==> src/rtl/psram_rcfg_pkg.sv <==
package psram_rcfg_pkg;
  localparam int unsigned CFG_W    = 17;
  localparam int unsigned KEY_W    = 16;
  localparam int unsigned DPD_BIT  = 4;
  localparam int unsigned PAGE_BIT = 7;
  localparam logic [CFG_W-1:0] CFG_RESET = 17'h00010;
  localparam logic [CFG_W-1:0] RSV_MASK  = 17'h1FF68;
  localparam logic [2:0]       PAR_NONE  = 3'b100;

  typedef enum logic [1:0] {
    ST_RUN  = 2'd0,
    ST_DPD  = 2'd1,
    ST_INIT = 2'd2
  } dpd_state_e;
endpackage

==> src/rtl/rcfg_wr_path.sv <==
module rcfg_wr_path
  import psram_rcfg_pkg::*;
(
  input  logic             direct_we_i,
  input  logic [CFG_W:0]   direct_addr_i,
  input  logic             sw_we_i,
  input  logic [KEY_W-1:0] sw_key_i,
  input  logic [CFG_W-1:0] sw_data_i,
  input  logic [CFG_W-1:0] cfg_q_i,
  input  logic             accept_i,
  output logic             wr_en_o,
  output logic             wr_direct_o,
  output logic [CFG_W-1:0] wr_val_o,
  output logic             rsv_hit_o
);
  logic direct_sel, sw_sel;
  logic [CFG_W-1:0] raw;

  assign direct_sel = direct_we_i && !direct_addr_i[CFG_W];
  assign sw_sel     = sw_we_i && (sw_key_i == '0);

  always_comb begin
    wr_direct_o = direct_sel;
    wr_en_o     = accept_i && (direct_sel || sw_sel);
    raw         = direct_sel ? direct_addr_i[CFG_W-1:0] : sw_data_i;
    wr_val_o    = raw & ~RSV_MASK;
    // software path cannot move the power-down bit
    if (!direct_sel) wr_val_o[DPD_BIT] = cfg_q_i[DPD_BIT];
    rsv_hit_o   = wr_en_o && ((raw & RSV_MASK) != '0);
  end
endmodule

==> src/rtl/rcfg_dpd_seq.sv <==
module rcfg_dpd_seq
  import psram_rcfg_pkg::*;
#(
  parameter int unsigned INIT_CYCLES = 18750,
  localparam int unsigned CNT_W = $clog2(INIT_CYCLES + 1)
) (
  input  logic clk_i,
  input  logic rst_ni,
  input  logic wr_en_i,
  input  logic wr_direct_i,
  input  logic wr_dpd_bit_i,
  input  logic dl_clr_i,
  output logic accept_o,
  output logic ready_o,
  output logic dpd_o,
  output logic data_lost_o
);
  dpd_state_e state_q, state_d;
  logic [CNT_W-1:0] cnt_q, cnt_d;
  logic enter, leave;

  assign enter = wr_en_i && (state_q == ST_RUN) && !wr_dpd_bit_i;
  assign leave = wr_en_i && wr_direct_i && (state_q == ST_DPD) && wr_dpd_bit_i;

  always_comb begin
    state_d = state_q;
    cnt_d   = cnt_q;
    unique case (state_q)
      ST_RUN:  if (enter) state_d = ST_DPD;
      ST_DPD:  if (leave) begin
                 state_d = ST_INIT;
                 cnt_d   = CNT_W'(INIT_CYCLES - 1);
               end
      ST_INIT: if (cnt_q == '0) state_d = ST_RUN;
               else cnt_d = cnt_q - 1'b1;
      default: state_d = ST_RUN;
    endcase
  end

  always_ff @(posedge clk_i or negedge rst_ni) begin
    if (!rst_ni) begin
      state_q     <= ST_RUN;
      cnt_q       <= '0;
      data_lost_o <= 1'b0;
    end else begin
      state_q <= state_d;
      cnt_q   <= cnt_d;
      if (enter)         data_lost_o <= 1'b1;
      else if (dl_clr_i) data_lost_o <= 1'b0;
    end
  end

  assign accept_o = (state_q != ST_INIT);
  assign ready_o  = (state_q == ST_RUN);
  assign dpd_o    = (state_q == ST_DPD);
endmodule

==> src/rtl/rcfg_decode.sv <==
module rcfg_decode
  import psram_rcfg_pkg::*;
(
  input  logic [CFG_W-1:0] cfg_i,
  input  logic             ready_i,
  output logic             refresh_en_o,
  output logic             full_cover_o,
  output logic             page_en_o
);
  assign full_cover_o = (cfg_i[2:0] != PAR_NONE);
  assign refresh_en_o = ready_i && full_cover_o;
  assign page_en_o    = cfg_i[PAGE_BIT];
endmodule

==> src/rtl/psram_refresh_cfg.sv <==
module psram_refresh_cfg
  import psram_rcfg_pkg::*;
#(
  parameter int unsigned CLK_MHZ = 125,
  parameter int unsigned INIT_US = 150
) (
  input  logic             clk_i,
  input  logic             rst_ni,
  input  logic             direct_we_i,
  input  logic [17:0]      direct_addr_i,
  input  logic             sw_we_i,
  input  logic [15:0]      sw_key_i,
  input  logic [16:0]      sw_data_i,
  input  logic             dl_clr_i,
  output logic [16:0]      cfg_o,
  output logic             refresh_en_o,
  output logic             full_cover_o,
  output logic             page_en_o,
  output logic             ready_o,
  output logic             dpd_o,
  output logic             data_lost_o,
  output logic             rsv_err_o
);
  localparam int unsigned INIT_CYCLES = CLK_MHZ * INIT_US;

  logic             wr_en, wr_direct, rsv_hit, accept;
  logic [CFG_W-1:0] wr_val, cfg_q;

  rcfg_wr_path u_wr (
    .direct_we_i  (direct_we_i),
    .direct_addr_i(direct_addr_i),
    .sw_we_i      (sw_we_i),
    .sw_key_i     (sw_key_i),
    .sw_data_i    (sw_data_i),
    .cfg_q_i      (cfg_q),
    .accept_i     (accept),
    .wr_en_o      (wr_en),
    .wr_direct_o  (wr_direct),
    .wr_val_o     (wr_val),
    .rsv_hit_o    (rsv_hit)
  );

  rcfg_dpd_seq #(.INIT_CYCLES(INIT_CYCLES)) u_seq (
    .clk_i       (clk_i),
    .rst_ni      (rst_ni),
    .wr_en_i     (wr_en),
    .wr_direct_i (wr_direct),
    .wr_dpd_bit_i(wr_val[DPD_BIT]),
    .dl_clr_i    (dl_clr_i),
    .accept_o    (accept),
    .ready_o     (ready_o),
    .dpd_o       (dpd_o),
    .data_lost_o (data_lost_o)
  );

  always_ff @(posedge clk_i or negedge rst_ni) begin
    if (!rst_ni) begin
      cfg_q     <= CFG_RESET;
      rsv_err_o <= 1'b0;
    end else begin
      if (wr_en) cfg_q <= wr_val;
      rsv_err_o <= rsv_hit;
    end
  end

  rcfg_decode u_dec (
    .cfg_i       (cfg_q),
    .ready_i     (ready_o),
    .refresh_en_o(refresh_en_o),
    .full_cover_o(full_cover_o),
    .page_en_o   (page_en_o)
  );

  assign cfg_o = cfg_q;
endmodule

==> config.mk <==
export PLATFORM = sky130hd
export DESIGN_NAME = psram_refresh_cfg
export DESIGN_NICKNAME = d
export VERILOG_FILES = /design/src/rtl/psram_rcfg_pkg.sv /design/src/rtl/rcfg_wr_path.sv /design/src/rtl/rcfg_dpd_seq.sv /design/src/rtl/rcfg_decode.sv /design/src/rtl/psram_refresh_cfg.sv
export SDC_FILE = /design/constraint.sdc
export NUM_CORES = 1
export LEC_CHECK = 0
export ABC_CLOCK_PERIOD_IN_PS = 5400
export BUFFER_PORTS_ARGS = -buffer_cell sky130_fd_sc_hd__buf_2
export CAP_MARGIN = 20
export CORE_MARGIN = 3
export CORE_UTILIZATION = 45
export CTS_CLUSTER_SIZE = 12
export DETAILED_ROUTE_END_ITERATION = 6
export GPL_TIMING_DRIVEN = 0
export HOLD_SLACK_MARGIN = 0.12
export PLACE_DENSITY = 0.75
export SETUP_SLACK_MARGIN = 0.15
export SLEW_MARGIN = 10
export SYNTH_ARGS = -nofsm -noshare
export SYNTH_HDL_FRONTEND = slang
export SYNTH_HIERARCHICAL = 1
export SYNTH_SLANG_ARGS = --single-unit
==> constraint.sdc <==
create_clock -name clk_i -period 5.4 [get_ports clk_i]
set_clock_uncertainty 0.1 [all_clocks]
set_input_delay 0.27 -clock clk_i [delete_from_list [all_inputs] [get_ports clk_i]]
set_output_delay 0.27 -clock clk_i [all_outputs]
set_load 0.05 [all_outputs]
==> results of run 1 <==
## final cells by class
type | count | area [µm²] | area share, %
buffer | 17 | 136 | 5.20
clock buffer | 6 | 72.6 | 2.77
clock inverter | 2 | 35.0 | 1.34
inverter | 5 | 18.8 | 0.716
multi-input combinational | 140 | 995 | 37.9
sequential | 36 | 902 | 34.4
tap | 50 | 62.6 | 2.39
timing repair buffer | 79 | 400 | 15.3
## routing by layer
metal  GRT usage (%)  vias up  wire, µm  part of all wire, %
li1                -      859         -                    -
met1            22.1      841      1800                   41
met3            5.10        5       286                  6.5
met5               0        -         0                    0
met4            6.76        0        79                  1.8
met2            32.3       67      2250                   51
## cell families after synthesis
kind of cell / count (synthesis) / share of synthesized area [%]
and+or+nand+nor: 81 / 24.6
adders and majority gates: 1 / 0.622
buffers and inverters: 22 / 7.72
muxes: 22 / 13.9
DFF: 36 / 44.9
AOI/OAI and AO/OA: 24 / 8.09
other: 1 / 0.187
## cell usage in the layout (no fill, tap or decap), drive strengths merged, types with 3 or more instances in the layout
cell type	count
buf	93
o31ai	3
or4	4
nor2	10
nor4	11
dfrtp	35
mux2i	5
inv	5
clkbuf	8
a21oi	7
conb	12
nand2	24
nor4b	3
mux2	17
o21ai	4
nand4	7
## registers in the layout, summed over array words and instances (netlist names)
name	count
u_seq/cnt_q	15
rsv_err_o	1
cfg_o	17
u_seq/state_q	2
u_seq/data_lost_o	1
## per-stage QoR
stage	worst slack, ns	std cells	area (µm²)
floorplan	3.01	198	2050
global placement	3.03	326	2500
detailed placement	2.99	326	2500
CTS	2.99	335	2620
global route	2.73	335	2620
finish	3.00	335	2620
## worst max-delay path, cell delays in order, from the launching register on
cell      delay (ns)
dfrtp_1         0.44
or2b_1          0.25
nor4b_1         0.30
nand4_2         0.14
o21ai_2         0.25
and4_1          0.22
clkbuf_1        0.37
a311oi_1        0.09
a31oi_1         0.16
## power by group
part	total [mW]	internal, mW	switching (mW)
sequential	0.270	0.270	0
clock	0.233	0.137	0.0964
combinational	0.0395	0.0224	0.0171
total	0.542	0.429	0.114
## Yosys cell counts, types with 2 or more instances
| cell | count | area (µm²) |
|---|---|---|
| dfrtp_1 | 35 | 876 |
| nand2_1 | 24 | 90.1 |
| buf_4 | 13 | 97.6 |
| mux2_4 | 10 | 150 |
| nor2_1 | 10 | 37.5 |
| nor4_1 | 10 | 62.6 |
| a21oi_1 | 7 | 35.0 |
| mux2_2 | 7 | 78.8 |
| mux2i_1 | 5 | 50.1 |
| nand4_1 | 5 | 31.3 |
| inv_1 | 4 | 15.0 |
| o21ai_0 | 3 | 15.0 |
| o31ai_1 | 3 | 22.5 |
| or4_1 | 3 | 22.5 |
| a311oi_1 | 2 | 17.5 |
| a31o_2 | 2 | 17.5 |
| a31oi_1 | 2 | 12.5 |
| clkbuf_1 | 2 | 7.51 |
| nand3_1 | 2 | 10.0 |
| nand4_2 | 2 | 25.0 |
| nor2b_1 | 2 | 12.5 |
| nor3_1 | 2 | 10.0 |
| nor4b_1 | 2 | 17.5 |
| or2b_1 | 2 | 15.0 |
## repair_timing
item	in CTS	in global routing
gates resized for setup	0	0
hold endpoints to repair	35	0
hold buffers	1	0
## worst min path at each step
| stage | cells after the start | to | startpoint |
|---|---|---|---|
| 2_1_floorplan | 0 | cfg_o[0]$_DFFE_PN0P_ | rst_ni |
| 3_3_place_gp | 1 | u_seq/cnt_q[5]$_DFFE_PN0P_ | rst_ni |
| 3_5_place_dp | 1 | u_seq/cnt_q[6]$_DFFE_PN0P_ | rst_ni |
| 4_1_cts | 3 | u_seq/data_lost_o$_DFFE_PN0P_ | dl_clr_i |
| 5_1_grt | 3 | u_seq/data_lost_o$_DFFE_PN0P_ | dl_clr_i |
| 6_report | 3 | u_seq/data_lost_o$_DFFE_PN0P_ | dl_clr_i |
==> impl_metrics.py, run 1 <==
metrics = {
    "status": {
        "outcome": "complete, no violations",
    },
    "cts": {
        "path_clk_slew_ns": 0.07,
        "cts_setup_buffers": 0,
        "root_buffer": "clkbuf_8",
        "clkSinkCount": 36,
        "cts_buffers": 5,
        "cts_max_path_buffers": 2,
        "cts_htree_levels": 2,
        "cts_tree": "built",
        "worst_skew_pair.late_latency_ns": 0.29,
    },
    "timing": {
        "setup_viol": 0,
        "timing.fmax_mhz": 416,
        "hold_viol_final": 0,
        "fin_crit_ns": 2.40,
        "worst_pin_slew_ns": 0.809,
        "fin_crit_sh_pct": 44.5,
        "slew-limit-headroom_pct": 46.1,
        "hold_ws_ns": 0.164,
        "drv_slew": 0,
        "fin_setup_tns_ns": 0,
        "rsz0062_at_grt": "false",
    },
    "floorplanning": {
        "die_area_mm2": 0.00531,
        "start_util_pct": 48.5,
        "row_count": 23,
        "io_pins": 80,
        "core_area_mm2": 0.00414,
        "die_w_um": 72.8,
        "fp.dieH_um": 72.8,
    },
    "setup_path": {
        "critPathMaxFanout": 9,
        "cp-end-kind": "register",
        "cp-start-kind": "register",
        "r2r-start": "u_seq/state_q[1]$_DFFE_PN0P_",
        "cp-startpoint": "u_seq/state_q[1]$_DFFE_PN0P_",
        "cp.required_ns": 5.51,
        "reg2reg_slack_ns": 3.00,
        "crit_end": "u_seq/cnt_q[8]$_DFFE_PN0P_",
        "critPathKind": "reg2reg",
        "r2r-end": "u_seq/cnt_q[8]$_DFFE_PN0P_",
        "critPathArrivalTime_ns": 2.51,
        "r2r_cells": 8,
    },
    "flow_run": {
        "cap_violations": 0,
    },
    "detailed_routing": {
        "ant_nets": 0,
        "via_per_inst": 5.29,
        "avgRoutedWirePerCell_um": 13.2,
        "via_count": 1772,
        "drt_iter0_drc": 77,
        "drc": 0,
        "wl_um": 4420,
        "drtPass1Iterations": 4,
    },
    "synth": {
        "synth.yosys.seq_area_share_pct": 44.9,
        "synthArstFlopShare_pct": 100,
        "yosys_warnings": 6,
        "syn_inst": 187,
        "syn_area_mm2": 0.00201,
        "synth-seq-cells": 36,
        "avgSynthCellArea_um2": 10.8,
        "synth_flop_cell": "dfrtp_1",
        "synth_edf_count": 0,
        "ys_types": 52,
    },
    "final_layout": {
        "final_util_pct": 63.3,
        "final_nets": 341,
        "area_growth_pct": 30.4,
        "layout-drive-gt1-share_pct": 45.6,
        "antenna_cells": 0,
        "fill_cells": 359,
    },
    "global_routing": {
        "grt_pass1_wl_um": 7710,
        "grt.overflow.total": 0,
        "grt_max_degree": 37,
        "grt_pass1_vias": 1763,
        "grtUsageTotal_pct": 18.7,
        "antenna_found_initial": 0,
    },
    "placed_design": {
        "gp_congestion": 0.823,
        "dpl.hpwl_um": 3410,
        "portBuffers": 78,
    },
    "power": {
        "ir_drop_uv": 138,
        "pwr_density_cell_mw_per_mm2": 207,
        "power.leakage_nw": 1.34,
        "fin_total_pwr_uw": 542,
    },
    "min_path": {
        "hold_path_class": "in2reg",
    },
}
(Power assumes the default switching activity.)
==> inputs of run 2 (changes only) <==
Settings changed: ABC_CLOCK_PERIOD_IN_PS 5400 to 2300.
Clock period 5.4 ns to 2.3 ns, I/O delays scaled along.
==> run 2 against run 1 <==
  * Sequential power up 130%
  * Clock-buffer cell count up 2
  * Via count up 7.1%
  * Fmax up 17%
  * Total power up 120%
  * Die area unchanged
==> impl_metrics.py, run 2 (synthesized netlist as in run 1, its figures left out) <==
metrics = {
    "floorplanning": {
        "core_area_mm2": 0.00414,
        "die_w_um": 72.8,
        "io_pins": 80,
        "fp.dieH_um": 72.8,
        "row_count": 23,
        "start_util_pct": 48.5,
        "die_area_mm2": 0.00531,
    },
    "power": {
        "pwr-share-seq_pct": 51.9,
        "pwr_density_cell_mw_per_mm2": 421,
        "p_switching_uw": 268,
        "switching_share_pct": 21.9,
        "pwr-share-clk_pct": 37.8,
        "power.leakage_nw": 1.47,
        "ir_drop_uv": 281,
        "pwr-share-comb_pct": 10.3,
        "fin_total_pwr_mw": 1.22,
        "intPower_uw": 953,
    },
    "final_layout": {
        "final_nets": 367,
        "final_cell_mix": "buf_2, dfrtp_1, nand2_1",
        "antenna_cells": 0,
        "fill_cells": 308,
        "final_area_mm2": 0.00290,
        "layout-drive-gt1-share_pct": 44.7,
        "area_growth_pct": 44.3,
        "largest_reg_flops": 17,
        "layout_commonest_cell": "buf_2",
    },
    "detailed_routing": {
        "drc": 0,
        "ant_nets": 0,
        "via_count": 1898,
        "wl_um": 5190,
        "via_per_inst": 5.26,
        "drtPass1Iterations": 4,
        "avgRoutedWirePerCell_um": 14.4,
        "drt_iter0_drc": 122,
    },
    "setup_path": {
        "crit_chain": "or2b_1, nor4b_4, nand4_2, o21ai_4, buf_6, buf_12, mux2_4",
        "cp.required_ns": 2.37,
        "critPathMaxFanout": 10,
        "cp-start-kind": "register",
        "critPathArrivalTime_ns": 2.13,
        "r2r-end": "cfg_o[8]$_DFFE_PN0P_",
        "r2r_cells": 7,
        "reg2reg_slack_ns": 0.24,
        "critPathKind": "reg2reg",
        "r2r-start": "u_seq/state_q[1]$_DFFE_PN0P_",
        "cp-end-kind": "register",
        "crit_slowest_cell": "dfrtp_2",
        "cp_slowest_stage_delay_ns": 0.45,
        "cp-startpoint": "u_seq/state_q[1]$_DFFE_PN0P_",
    },
    "min_path": {
        "hold_path_class": "in2reg",
        "hold_depth": 4,
        "whs_endpoint": "cfg_o[4]$_DFFE_PN1P_",
        "worstHoldStart": "direct_addr_i[4]",
    },
    "global_routing": {
        "grt_pass1_wl_um": 8530,
        "grt_pass1_vias": 1841,
        "grtUsageTotal_pct": 21.1,
        "grt.overflow.total": 0,
        "grt_max_degree": 37,
        "antenna_found_initial": 0,
    },
    "placed_design": {
        "place_area_mm2": 0.00251,
        "gp_congestion": 0.800,
        "dpl.hpwl_um": 3430,
        "portBuffers": 78,
    },
    "timing": {
        "timing.fmax_mhz": 485,
        "setup_viol": 0,
        "slew-limit-headroom_pct": 46.5,
        "rsz0062_at_grt": "false",
        "fin_crit_ns": 2.06,
        "worst_pin_slew_ns": 0.802,
        "drv_slew": 0,
        "fin_setup_tns_ns": 0,
        "hold_viol_final": 0,
        "fin_crit_sh_pct": 89.6,
    },
    "cts": {
        "path_clk_slew_ns": 0.07,
        "cts_max_path_buffers": 2,
        "worst_skew_pair.late_latency_ns": 0.29,
        "clkSinkCount": 36,
        "cts_tree": "built",
        "cts_htree_levels": 2,
        "root_buffer": "clkbuf_8",
        "cts_buffers": 5,
    },
    "flow_run": {
        "cap_violations": 0,
    },
    "status": {
        "outcome": "complete, no violations",
    },
}
==> run 2: per-stage QoR <==
step / worst slack [ns] / instances / util (%) / hold WS, ns
after floorplan: 0.252 / 198 / - / -0.281
after global placement: -0.113 / 326 / 60.5 / 0.155
after detailed placement: -0.156 / 326 / 60.5 / 0.149
after CTS: 0.187 / 358 / 68.8 / 0.151
after global routing: 0.160 / 361 / 70.0 / 0.187
final: 0.240 / 361 / 70.0 / 0.180
==> run 2: timing repair <==
action	4_1_cts	5_1_grt
resized for setup	4	3
setup buffers	2	3
endpoints found under the setup margin	29	14
endpoints found under the hold margin	41	0
hold buffers	22	0
pin swaps	1	1
==> run 2: power groups by stage <==
stage | combinational [mW] | sequential (mW) | clock [mW]
final | 0.126 | 0.633 | 0.461
after global routing | 0.139 | 0.632 | 0.510
after CTS | 0.120 | 0.633 | 0.481
after detailed placement | 0.0920 | 0.645 | 0
after global placement | 0.0909 | 0.645 | 0
after floorplan | 0.0316 | 0.645 | 0
==> run 2: worst max-delay path: cells and delay by family, from the launching register on <==
kind                   cells  cell delay [ns]
AO/OA/AOI/OAI              1             0.23
buffers and inverters      2             0.32
AND/OR/NAND/NOR            3             0.54
multiplexers               1             0.31
flip-flops                 1             0.45
==> run 2: worst max path at each step <==
| stage | endpoint | slack (ns) | cells past startpoint |
|---|---|---|---|
| after floorplan | u_seq/cnt_q[8]$_DFFE_PN0P_ | 0.25 | 8 |
| after global placement | u_seq/cnt_q[8]$_DFFE_PN0P_ | -0.11 | 8 |
| after detailed placement | u_seq/cnt_q[8]$_DFFE_PN0P_ | -0.16 | 8 |
| after CTS | cfg_o[12]$_DFFE_PN0P_ | 0.19 | 7 |
| after global routing | cfg_o[8]$_DFFE_PN0P_ | 0.16 | 7 |
| final | cfg_o[8]$_DFFE_PN0P_ | 0.24 | 7 |
==> run 2: layer usage <==
layer / track usage [%] / vias to the layer above / share of wire (%)
li1: - / 914 / -
met1: 26.0 / 891 / 41
met3: 6.61 / 9 / 7.4
met4: 5.94 / 0 / 1.6
met2: 35.5 / 84 / 50
met5: 0 / - / 0
==> run 2: layout make-up <==
type                    count  area (µm²)  share of cell area, %
multi-input cells         140        1030                   35.4
flip-flops and latches     36         903                   31.1
repair buffers            105         661                   22.8
plain buffers              17         140                   4.83
clock buffers               8        90.1                   3.10
well taps                  50        62.6                   2.16
inverters                   5        18.8                  0.647
